### src/rtl/alu_frac_pkg.sv
package alu_frac_pkg;
    // Operation codes; the encoding is fixed by the instruction decoder upstream
    typedef enum logic [1:0] {
        OPC_CLEAR = 2'b00,
        OPC_ADD   = 2'b01,
        OPC_FMUL  = 2'b10,
        OPC_PASS  = 2'b11
    } alu_op_e;
endpackage

### src/rtl/alu_wrap_add.sv
// Wrapping adder: returns a+b truncated to N bits.
// Assumes unsigned or two's-complement operands; the carry out is discarded.
module alu_wrap_add #(
    parameter int N = 8
) (
    input  logic [N-1:0] add_a,
    input  logic [N-1:0] add_b,
    output logic [N-1:0] add_sum
);
    // Sum with the carry dropped by width
    always_comb add_sum = add_a + add_b;
endmodule

### src/rtl/alu_frac_mul.sv
// Signed fractional multiplier: forms the full 2N-bit product and returns
// the fraction-aligned window [2N-2:N-1]. Assumes two's-complement Q(N-1)
// operands; -1.0 * -1.0 wraps to -1.0 by design.
module alu_frac_mul #(
    parameter int N = 8
) (
    input  logic [N-1:0] mul_a,
    input  logic [N-1:0] mul_b,
    output logic [N-1:0] mul_frac
);
    localparam int PW = 2 * N;

    logic signed [PW-1:0] prod_full;
    logic [N-1:0]         unused_prod_bits;

    // Full-width signed product
    always_comb prod_full = $signed(mul_a) * $signed(mul_b);

    // Window that keeps the binary point in place
    always_comb mul_frac = prod_full[PW-2:N-1];

    // Redundant sign bit and low fraction bits are not returned
    always_comb unused_prod_bits = {prod_full[PW-1], prod_full[N-2:0]};
endmodule

### src/rtl/alu_res_sel.sv
// Result selector: full four-way decode of the operation code.
// Assumes every code is legal; all four are covered so no default is needed.
module alu_res_sel
    import alu_frac_pkg::*;
#(
    parameter int N = 8
) (
    input  alu_op_e      sel_op,
    input  logic [N-1:0] sel_sum,
    input  logic [N-1:0] sel_frac,
    input  logic [N-1:0] sel_pass,
    output logic [N-1:0] sel_out
);
    // Pick the result that the opcode names
    always_comb begin
        unique case (sel_op)
            OPC_CLEAR: sel_out = '0;
            OPC_ADD:   sel_out = sel_sum;
            OPC_FMUL:  sel_out = sel_frac;
            OPC_PASS:  sel_out = sel_pass;
        endcase
    end
endmodule

### src/rtl/alu_frac.sv
// Top of the fixed-point fraction ALU. Purely combinational; clk and rst_n
// are present for the bound checker only and do not touch the datapath.
module alu_frac
    import alu_frac_pkg::*;
#(
    parameter int N = 8
) (
    input  logic         clk,
    input  logic         rst_n,
    input  logic [N-1:0] op_a,
    input  logic [N-1:0] op_b,
    input  logic [1:0]   opcode,
    output logic [N-1:0] result
);
    logic [N-1:0] sum_w;
    logic [N-1:0] frac_w;
    alu_op_e      op_dec;
    logic [1:0]   unused_ctl;

    // Clock and reset only serve the checker
    always_comb unused_ctl = {clk, rst_n};

    // Map the raw code onto the operation type
    always_comb op_dec = alu_op_e'(opcode);

    alu_wrap_add #(.N(N)) u_add (
        .add_a   (op_a),
        .add_b   (op_b),
        .add_sum (sum_w)
    );

    alu_frac_mul #(.N(N)) u_mul (
        .mul_a    (op_a),
        .mul_b    (op_b),
        .mul_frac (frac_w)
    );

    alu_res_sel #(.N(N)) u_sel (
        .sel_op   (op_dec),
        .sel_sum  (sum_w),
        .sel_frac (frac_w),
        .sel_pass (op_a),
        .sel_out  (result)
    );
endmodule

### config.mk
export PLATFORM = sky130hd
export DESIGN_NAME = alu_frac
export DESIGN_NICKNAME = d
export VERILOG_FILES = /design/src/rtl/alu_frac_pkg.sv /design/src/rtl/alu_wrap_add.sv /design/src/rtl/alu_frac_mul.sv /design/src/rtl/alu_res_sel.sv /design/src/rtl/alu_frac.sv
export SDC_FILE = /design/constraint.sdc
export NUM_CORES = 1
export LEC_CHECK = 0
export BUFFER_PORTS_ARGS = -buffer_cell sky130_fd_sc_hd__buf_2
export CAP_MARGIN = 20
export CORE_ASPECT_RATIO = 1.75
export CORE_MARGIN = 2
export CORE_UTILIZATION = 40
export DETAILED_ROUTE_END_ITERATION = 7
export PLACE_DENSITY = 0.6
export SLEW_MARGIN = 5
export SYNTH_ARGS = -nofsm -noshare
export SYNTH_HDL_FRONTEND = slang
export SYNTH_SLANG_ARGS = --single-unit
export TNS_END_PERCENT = 100
### constraint.sdc
create_clock -name vclk -period 4.8
set_input_delay 0.48 -clock vclk [all_inputs]
set_output_delay 0.48 -clock vclk [all_outputs]
set_load 0.005 [all_outputs]
After elaboration in Yosys (flattened, before gate mapping) --
Index checks and enable logic that the tools add are counted.
Storage, ports and cells: memories kept 0, memory bits (writable) 0, latch bits 0, bits of input ports 20, bits in registers 0, ROM bits 0
Operators by class: reduce and logical (&&, ||, !) cells 1, bitwise gates (word level) 0, muxes and demuxes 1, $mul 1, shift-type cells 0, $add $sub $neg 1, divide/modulo/power cells 0, equal/unequal tests 3, order comparisons 0
Operator list (count):
- case mux 8 bit (4 select lines) | 1
- multiplier 8 x 8 -> 15 bit | 1
- adder 8 bit | 1
- equality test 2 bit (second input constant) | 2
- equality test 2 x 1 -> 1 bit (second input constant) | 1
- logical NOT 2 bit | 1

Depth between registers and ports, before layout --
Gate-level depths: netlist (run 1).
depth after elaboration 2, mapped depth 18, depth with buffers taken out 17

By module --
From an unflattened synthesis (run 1), not the netlist that was laid out.
Second synthesis, totals: cells, all modules 302, area total of the unflattened synthesis 2696.3 um^2
By module, submodules not included:
- alu_frac_mul | times used 1, area an instance 2194.6 um^2, cells an instance 241
- alu_wrap_add | times used 1, area an instance 310.3 um^2, cells an instance 41
- alu_res_sel | times used 1, area an instance 191.4 um^2, cells an instance 20

Least setup slack after synthesis (run 1) --
No wires, ideal clock.
path type input to output, start point input port op_a[7], end point output port result[7], arrival 4689 ps, stages on the path 17, buffers on the path 1, slack -369 ps, cell sequence clkbuf_1 -> and2_1 -> fa_1 -> inv_1 -> fa_1 -> inv_1 -> fa_1 -> inv_1 -> fa_1 -> inv_1 -> ha_1 -> nand2_1 -> or4b_4 -> a221oi_4 -> o221ai_2 -> a211o_1 -> nand2_1
Between the ends: cells in the longest elaborated chain, start to end 2, elaborated cells between the ends (all ways) 3, classes of those cells add/sub: 1; mul: 1; mux: 1
RTL lines:
- start, declared | RTL line alu_frac.sv:10 | input logic [N-1:0] op_a,
- multiplier 8 x 8 -> 15 bit or adder 8 bit (tied branches) | RTL line alu_frac_mul.sv:17, alu_wrap_add.sv:11
- case mux 8 bit (4 select lines) * | RTL line alu_res_sel.sv:16 | unique case (sel_op)
- end, declared | RTL line alu_frac.sv:13 | output logic [N-1:0] result
Mark *: on every way between the ends. The rest lies on a longest branch, timed or not.

Worst setup path after layout (run 1) --
start point input port op_b[3], end point output port result[7]
Between the ends: cells in the longest elaborated chain, start to end 2, elaborated cells between the ends (all ways) 3, classes of those cells add/sub: 1; mul: 1; mux: 1
RTL lines:
- start, declared | RTL line alu_frac.sv:11 | input logic [N-1:0] op_b,
- multiplier 8 x 8 -> 15 bit or adder 8 bit (tied branches) | RTL line alu_frac_mul.sv:17, alu_wrap_add.sv:11
- case mux 8 bit (4 select lines) * | RTL line alu_res_sel.sv:16
Marked as above.

==> results of run 1 <==
## path summary, 6_finish.rpt
check	slack (ps)	cells after the start	startpoint	to
setup / recovery	-490	18	op_b[3]	result[7]
hold / removal	1420	3	opcode[1]	result[5]
## cell families (layout without fill, tap and decap cells)
| kind of cell | count (synthesis) | in the layout |
|---|---|---|
| AO/OA/AOI/OAI | 46 | 46 |
| AND/OR/NAND/NOR | 94 | 94 |
| buffers and inverters | 77 | 163 |
| adder cells (fa/ha/maj) | 83 | 83 |
| XOR/XNOR | 13 | 13 |
## final cells by class
type / instances / area share
Multi-Input combinational cell: 236 / 0.709
Timing Repair Buffer: 89 / 0.182
Inverter: 74 / 0.0795
Tap cell: 82 / 0.0294
## cell usage in the layout, fill, tap and decap left out, types with 4 or more instances in the layout
cell type and n:
buf_4 62, fa_1 51, a21oi_1 8, xor2_1 4
and2_1 33, inv_1 72, a22o_1 4, ha_1 29
buf_2 23, and3_1 4, xnor2_1 9, nor2_1 5
o21ai_0 10, nor2b_1 8, nand2_1 20, nor3_1 5
## critical path, cell delays in order
cell and delay, ps:
buf_6 100, and2_4 150, fa_1 530, inv_1 50
fa_1 490, inv_2 50, fa_1 520, inv_1 50
fa_1 490, inv_2 50, ha_4 270, nand2_2 50
or4b_4 510, a221oi_4 370, o221ai_2 170, a311oi_1 290
nand2_1 70, buf_2 130
## layer usage
metal,vias up,share of wire
met4,0,0.045
li1,1161,-
met1,1148,0.35
met5,-,0
met2,36,0.59
met3,21,0.019
## where the power goes
part	leakage [nW]	total, mW	switching (mW)	internal (mW)
Clock	0	0	0	0
Sequential	0	0	0	0
Combinational	1.82	1.32	0.664	0.657
Total	1.82	1.32	0.664	0.657
## metrics by stage
| stage | utilization | hold slack [ps] | setup WS (ps) | setup TNS (ps) |
|---|---|---|---|---|
| 3_5_place_dp | 0.519 | 1430 | -550 | -3200 |
| 3_3_place_gp | 0.519 | 1420 | -488 | -2920 |
| 6_report | 0.538 | 1420 | -492 | -2570 |
| 5_1_grt | 0.538 | 1470 | -637 | -3700 |
| 2_1_floorplan | - | 1110 | -191 | -604 |
| 4_1_cts | 0.531 | 1430 | -489 | -2700 |
## timing repair
| action | CTS | global route |
|---|---|---|
| gates resized for setup | 13 | 8 |
| buffers inserted | 1 | 2 |
| setup endpoints to repair | 7 | 7 |
| pin swaps | 7 | 10 |
| cloned | 0 | 0 |
==> impl_metrics.py, run 1 <==
metrics = {
    "run_status": {
        "status": "finished with violations",
        "violations": "negative setup slack",
    },
    "floorplanning": {
        "row_count": 39,
        "core-area_mm2": 0.00649,
        "dieWidth_um": 65.8,
        "dieArea_mm2": 0.00737,
        "pin_count": 28,
        "die-height_um": 112,
        "initial_utilization": 0.412,
    },
    "route": {
        "drtAntennaViolNets": 0,
        "vias": 2366,
        "drt-total-wl_um": 6790,
        "wl_per_cell_um": 14.1,
        "dr.pass1.iters": 4,
        "vias_per_cell": 4.92,
        "drc": 0,
        "drt_iter0_drc": 59,
    },
    "synth": {
        "synth_simple_gate_area_frac": 0.194,
        "synth_xor_area_frac": 0.0426,
        "synth_common_cells": "inv_1 (74), fa_1 (51), and2_1 (36), ha_1 (32), nand2_1 (23)",
        "synth_top_area_share": 0.382,
        "yosys_warnings": 0,
        "yosysTopAreaCell": "fa_1",
        "avgSynthCellArea_um2": 8.53,
        "ys_types": 35,
        "yosysMostFrequentCell": "inv_1",
        "synth_compound_area_frac": 0.123,
        "syn-num-nets": 416,
        "synth_top_cells_by_area": "fa_1 (38%), ha_1 (15%), inv_1 (10%), and2_1 (8.4%), nand2_1 (3.2%)",
        "syn_area_mm2": 0.00267,
        "synthMuxAreaShare": 0,
        "ys_seq_area_frac": 0,
        "netlist_instances": 313,
        "synth_top_family_by_area": "adder cells",
        "synth_fa_ha_area_frac": 0.532,
    },
    "sta": {
        "drv_slew": 0,
        "rsz0062_at_grt": "true",
        "period_share": 1.10,
        "tightest_slew_ps": 471,
        "slew_headroom": 0.685,
        "min_period_ps": 5290,
        "setup_violations": 7,
        "fin_ws_ps": -492,
        "timing.fmax_mhz": 189,
        "hold_viol": 0,
    },
    "power": {
        "powerDensity_mw_per_mm2": 378,
        "p_leak_nw": 1.82,
        "vdd_drop_max_v": 0.000381,
        "power.total_mw": 1.32,
    },
    "finish": {
        "instances_no_fill": 481,
        "drive_above_1_share": 0.281,
        "nClkBuffers": 0,
        "final_area_mm2": 0.00349,
        "fillers": 629,
        "antenna_cells": 0,
        "area_growth_syn_to_layout_pct": 30.7,
        "multi_input_area_mm2": 0.00248,
        "ff_latch_area_um2": 0,
        "seq_cell_count": 0,
        "final_nets": 504,
    },
    "job": {
        "maxCapViolCount": 0,
    },
    "setup_path": {
        "cp.required_ps": 4320,
        "critPathMaxFanout": 3,
        "critPathKind": "in -> out",
        "end_kind": "output pin",
        "startpoint_type": "input port",
        "worst_ep_arrival_time_ps": 4810,
    },
    "grt": {
        "grt_usage": 0.203,
        "grt-busiest-layer": "met2",
        "grt_remaining_overflow": 0,
        "grt_pass1_wl_um": 11700,
        "grtUsageMet2": 0.414,
        "first_global_vias": 2628,
        "grt_util_met3": 0.00802,
        "grt_util_met1": 0.207,
        "grt_max_degree": 16,
        "antenna_found_initial": 0,
    },
    "place": {
        "portBuffers": 26,
        "dp_cells": 478,
        "place.gp.congestion": 0.868,
        "hpwlAfterDp_um": 6080,
        "dpl_cell_area_mm2": 0.00337,
    },
    "min_path": {
        "worstHoldPathType": "in -> out",
    },
    "clocking": {
        "cts_hold_buffers": 0,
    },
}
No activity file was read; power rests on OpenSTA's default activity.
==> run 2, diff against run 1 <==
- SYNTH_HIERARCHICAL: unset -> 1
==> impl_metrics.py, run 2 <==
metrics = {
    "finish": {
        "fillers": 652,
        "seq_cell_count": 0,
        "area_growth_syn_to_layout_pct": 32.5,
        "final_cell_mix": "inv_1 (58), buf_4 (49), fa_1 (49)",
        "final_nets": 479,
        "antenna_cells": 0,
        "mostFrequentLayoutCell": "inv_1",
        "drive_above_1_share": 0.350,
        "nClkBuffers": 0,
        "utilization": 0.546,
        "ff_latch_area_um2": 0,
    },
    "power": {
        "power_frac_clock": 0,
        "p_sw_frac": 0.494,
        "p_comb_frac": 1.000,
        "switching_power_uw": 799,
        "vdd_drop_max_v": 0.000521,
        "p_leak_nw": 1.82,
        "powerDensity_mw_per_mm2": 452,
        "p_seq_frac": 0,
        "cellInternalPower_uw": 818,
    },
    "synth": {
        "syn-num-nets": 405,
        "netlist_instances": 302,
        "ys_types": 39,
        "synth_simple_gate_area_frac": 0.164,
        "yosysMostFrequentCell": "inv_1",
        "syn_area_mm2": 0.00270,
        "ys_seq_area_frac": 0,
        "synthMuxAreaShare": 0.0348,
        "yosysTopAreaCell": "fa_1",
        "synth_top_area_share": 0.379,
        "synth_xor_area_frac": 0.0650,
        "synth_top_cells_by_area": "fa_1 (38%), ha_1 (15%), inv_1 (9.3%), and2_1 (7.4%), xnor2_1 (5.8%)",
        "synth_compound_area_frac": 0.105,
        "synth_fa_ha_area_frac": 0.527,
        "synth_common_cells": "inv_1 (67), fa_1 (51), and2_1 (32), ha_1 (32), nand2_1 (24)",
        "yosys_warnings": 6,
        "avgSynthCellArea_um2": 8.93,
        "synth_top_family_by_area": "adder cells",
    },
    "setup_path": {
        "critPathBufInv": 6,
        "worst_ep_arrival_time_ps": 4730,
        "end_kind": "output pin",
        "startpoint_type": "input port",
        "cp.required_ps": 4320,
        "slowest_delay_ps": 590,
        "crit_family": "adder cells",
        "critPathKind": "in -> out",
        "slowest_stage": "fa_2",
        "worstPathCellList": "buf_8 -> and2_4 -> fa_2 -> inv_2 -> fa_1 -> inv_1 -> fa_1 -> inv_1 -> fa_1 -> inv_2 -> ha_4 -> or3_1 -> or4_4 -> a31oi_4 -> xnor2_2 -> a22o_1 -> buf_2",
        "critPathMaxFanout": 5,
        "critPathMostFrequentCell": "fa_1",
    },
    "sta": {
        "timing.fmax_mhz": 192,
        "setup_violations": 6,
        "hold_viol": 0,
        "slew_headroom": 0.570,
        "fin_ws_ps": -409,
        "rsz0062_at_grt": "true",
        "period_share": 1.09,
        "drv_slew": 0,
        "tightest_slew_ps": 643,
        "min_period_ps": 5210,
        "fin_setup_tns_ps": -1590,
    },
    "floorplanning": {
        "dieArea_mm2": 0.00744,
        "dieWidth_um": 66.1,
        "initial_utilization": 0.412,
        "row_count": 39,
        "pin_count": 28,
        "core-area_mm2": 0.00654,
        "die-height_um": 113,
    },
    "run_status": {
        "status": "finished with violations",
        "violations": "negative setup slack",
    },
    "min_path": {
        "holdPathStages": 3,
        "min_from": "opcode[0]",
        "worstHoldPathType": "in -> out",
        "min_to": "result[7]",
    },
    "job": {
        "maxCapViolCount": 0,
    },
    "route": {
        "wl_per_cell_um": 15.2,
        "drt_iter0_drc": 77,
        "drt-total-wl_um": 6950,
        "drtAntennaViolNets": 0,
        "vias": 2284,
        "dr.pass1.iters": 4,
        "vias_per_cell": 5.01,
        "drc": 0,
    },
    "place": {
        "hpwlAfterDp_um": 6090,
        "portBuffers": 26,
        "place.gp.congestion": 0.794,
    },
    "grt": {
        "first_global_vias": 2517,
        "grt_usage": 0.198,
        "antenna_found_initial": 0,
        "grt_pass1_wl_um": 11500,
        "grt_remaining_overflow": 0,
        "grt_max_degree": 10,
    },
}
run 2: cell types whose count changed in the layout (fill, tap and decap cells not counted), sizes merged, moves of 3 or more:
cell | before | now
nor3 | 6 | 2
mux2 | 0 | 8
o31ai | 3 | 0
a22o | 4 | 8
inv | 74 | 67
nor2b | 8 | 5
o21ai | 12 | 4
xnor2 | 9 | 18
buf | 89 | 76
and2 | 36 | 33
run 2: logic make-up after synthesis:
logic type               after synthesis
AND/OR/NAND/NOR                       81
adder cells (fa/ha/maj)               83
XOR/XNOR                              20
AO/OA/AOI/OAI                         38
multiplexers                           8
buffers and inverters                 72
run 2: worst min-delay path: stages:
cell	delay, ps
buf_2	180
a22o_1	150
buf_2	100
run 2: what timing repair did:
action | 4_1_cts | 5_1_grt
setup buffers | 5 | 6
hold buffers | 0 | 0
gates resized for setup | 26 | 35
pin swaps | 13 | 21
setup endpoints to repair | 7 | 7
run 2: how the worst max path moves through the flow:
stage | slack (ps) | start | endpoint | depth (start not counted)
finish | -410 | op_b[3] | result[6] | 17
global placement | -470 | op_b[2] | result[6] | 17
global route | -510 | op_b[3] | result[6] | 17
CTS | -400 | op_a[7] | result[7] | 17
detailed placement | -480 | op_b[2] | result[6] | 17
floorplan | -30 | op_a[7] | result[6] | 15
run 2: layout make-up:
type / instances / area (µm²) / share of cell area
inverters: 67 / 251 / 0.0704
multi-input cells: 230 / 2630 / 0.736
well taps: 82 / 103 / 0.0287
repair buffers: 77 / 591 / 0.165
run 2: power groups by stage:
stage          registers, mW  logic, mW  clock network, mW
5_1_grt                    0       1.78                  0
4_1_cts                    0       1.52                  0
2_1_floorplan              0      0.879                  0
3_5_place_dp               0       1.37                  0
3_3_place_gp               0       1.34                  0
6_report                   0       1.62                  0
run 2: metrics by stage:
step	cell area (µm²)	std cells	hold slack, ps	total power [mW]	worst slack [ps]
2_1_floorplan	2760	302	1200	0.879	-26.3
3_3_place_gp	3260	447	1400	1.34	-467
3_5_place_dp	3260	447	1380	1.37	-480
4_1_cts	3410	452	1390	1.52	-400
5_1_grt	3570	456	1420	1.78	-506
6_report	3570	456	1390	1.62	-409
run 2: layer usage:
layer  vias to the layer above  routed length, µm  global-route usage
li1                       1092                  -                   -
met1                      1156               2320               0.212
met2                        30               4410               0.417
met3                         6                 92             0.00301
met4                         0                135              0.0286
met5                         -                  0                   0
==> run 3, diff against run 2 <==
- ABC_AREA: unset -> 1
- CORE_MARGIN: 2 -> 1
- PLACE_DENSITY: 0.6 -> 0.59
==> impl_metrics.py, run 3 <==
metrics = {
    "sta": {
        "period_share": 0.996,
        "timing.fmax_mhz": 209,
        "hold_viol": 0,
        "tightest_slew_ps": 393,
        "rsz0062_at_grt": "true",
        "fin_setup_tns_ps": 0,
        "drv_slew": 0,
        "min_period_ps": 4780,
        "setup_violations": 0,
        "whs_ps": 1430,
        "slew_headroom": 0.738,
    },
    "floorplanning": {
        "dieArea_mm2": 0.00848,
        "die-height_um": 121,
        "dieWidth_um": 70.0,
        "row_count": 43,
        "core-area_mm2": 0.00791,
        "pin_count": 28,
        "initial_utilization": 0.410,
    },
    "finish": {
        "utilization": 0.547,
        "nClkBuffers": 0,
        "multi_input_area_mm2": 0.00298,
        "mostFrequentLayoutCell": "nand2_1",
        "final_cell_mix": "nand2_1 (114), inv_1 (111), buf_4 (64)",
        "final_nets": 664,
        "fillers": 777,
        "area_growth_syn_to_layout_pct": 33.6,
        "seq_cell_count": 0,
        "antenna_cells": 0,
        "drive_above_1_share": 0.351,
        "ff_latch_area_um2": 0,
    },
    "min_path": {
        "min_from": "op_a[4]",
        "holdPathStages": 5,
        "min_to": "result[4]",
        "worstHoldPathType": "in -> out",
    },
    "clocking": {
        "cts_hold_buffers": 0,
    },
    "setup_path": {
        "slowest_delay_ps": 550,
        "worst_ep_arrival_time_ps": 4300,
        "startpoint_type": "input port",
        "critPathMaxFanout": 4,
        "slowest_stage": "fa_1",
        "cp.required_ps": 4320,
        "worstPathCellList": "buf_8 -> buf_6 -> nand2_2 -> inv_2 -> fa_1 -> inv_1 -> fa_1 -> inv_2 -> fa_1 -> inv_2 -> fa_1 -> inv_2 -> ha_4 -> nand2_4 -> nor3_4 -> nor2_2 -> xnor2_1 -> buf_4 -> nand3_2 -> nand3_2 -> buf_2",
        "crit_family": "adder cells",
        "end_kind": "output pin",
        "critPathBufInv": 9,
        "critPathKind": "in -> out",
    },
    "route": {
        "drt_iter0_drc": 124,
        "dr.pass1.iters": 4,
        "drtAntennaViolNets": 0,
        "wl_per_cell_um": 13.8,
        "vias_per_cell": 4.80,
        "drt-total-wl_um": 8960,
        "vias": 3118,
        "drc": 0,
    },
    "synth": {
        "yosysMostFrequentCell": "nand2_1",
        "synth_top_family_by_area": "adder cells",
        "synth_fa_ha_area_frac": 0.439,
        "avgSynthCellArea_um2": 6.72,
        "synthMuxAreaShare": 0,
        "syn-num-nets": 585,
        "yosys_warnings": 6,
        "ys_types": 31,
        "netlist_instances": 482,
        "syn_area_mm2": 0.00324,
        "ys_seq_area_frac": 0,
        "synth_xor_area_frac": 0.0328,
        "synth_top_area_share": 0.315,
        "synth_simple_gate_area_frac": 0.306,
        "synth_common_cells": "nand2_1 (137), inv_1 (132), fa_1 (51), nand3_1 (47), ha_1 (32)",
        "synth_compound_area_frac": 0.0282,
        "synth_top_cells_by_area": "fa_1 (32%), nand2_1 (16%), inv_1 (15%), ha_1 (12%), nand3_1 (7.3%)",
        "yosysTopAreaCell": "fa_1",
    },
    "grt": {
        "grt_remaining_overflow": 0,
        "first_global_vias": 3181,
        "grt_max_degree": 18,
        "grt_pass1_wl_um": 14200,
        "grt_usage": 0.212,
        "antenna_found_initial": 0,
    },
    "power": {
        "p_sw_frac": 0.538,
        "p_seq_frac": 0,
        "vdd_drop_max_v": 0.000292,
        "switching_power_mw": 1.23,
        "p_leak_nw": 2.54,
        "power_frac_clock": 0,
        "cellInternalPower_mw": 1.06,
        "powerDensity_mw_per_mm2": 528,
        "p_comb_frac": 1.000,
    },
    "place": {
        "portBuffers": 26,
        "place.gp.congestion": 0.840,
        "hpwlAfterDp_um": 7800,
    },
    "run_status": {
        "status": "finished, final reports clean",
    },
    "job": {
        "maxCapViolCount": 0,
    },
}
[run 3: changes by cell type after synthesis, sizes merged, moves of 8 or more]
cell   before  now
nand2      24  142
inv        67  134
nand3       1   53
xnor2      18    6
mux2        8    0
nor2        6   18
and2       33    0
a22o        8    0
[run 3: stage by stage]
stage / setup WS, ps / instance area, µm² / power [mW] / std cells
2_1_floorplan: 4.44 / 3240 / 0.990 / 482
3_3_place_gp: -267 / 3820 / 1.71 / 641
3_5_place_dp: -338 / 3820 / 1.73 / 641
4_1_cts: -1.95 / 4050 / 2.04 / 640
5_1_grt: -123 / 4330 / 2.50 / 649
6_report: 21.1 / 4330 / 2.29 / 649
[run 3: worst max-delay path by stage]
stage,end,slack [ps],from,cells past startpoint
finish,result[2],20,op_b[2],21
global route,result[3],-120,op_b[2],24
CTS,result[7],-2,op_b[7],21
detailed placement,result[7],-340,op_a[7],22
global placement,result[7],-270,op_b[7],22
floorplan,result[7],4,op_b[3],21
[run 3: power by group through the flow]
stage / logic [mW] / registers [mW] / clock network, mW
after floorplan: 0.990 / 0 / 0
after global placement: 1.71 / 0 / 0
after detailed placement: 1.73 / 0 / 0
after CTS: 2.04 / 0 / 0
after global routing: 2.50 / 0 / 0
final: 2.29 / 0 / 0
[run 3: cell type report]
cell class,instances,share of cell area
Multi-Input combinational cell,331,0.688
Timing Repair Buffer,92,0.165
Inverter,136,0.120
Tap cell,90,0.0260
[run 3: cells by family (layout without fill, tap and decap cells)]
logic type | Yosys count | count (layout)
xor+xnor | 10 | 10
compound gates | 14 | 14
buf+inv | 151 | 228
fa+ha+maj | 83 | 83
simple gates | 224 | 224
[run 3: metal layers]
metal	global-route usage	vias to the layer above	wire, µm
li1	-	1564	-
met1	0.213	1477	2990
met2	0.417	52	5220
met3	0.00332	25	132
met4	0.134	0	610
met5	0	-	0
[run 3: what timing repair did]
action | CTS | global route
setup endpoints to repair | 8 | 8
resized for setup | 53 | 71
buffers inserted | 0 | 9
pin swaps | 52 | 55
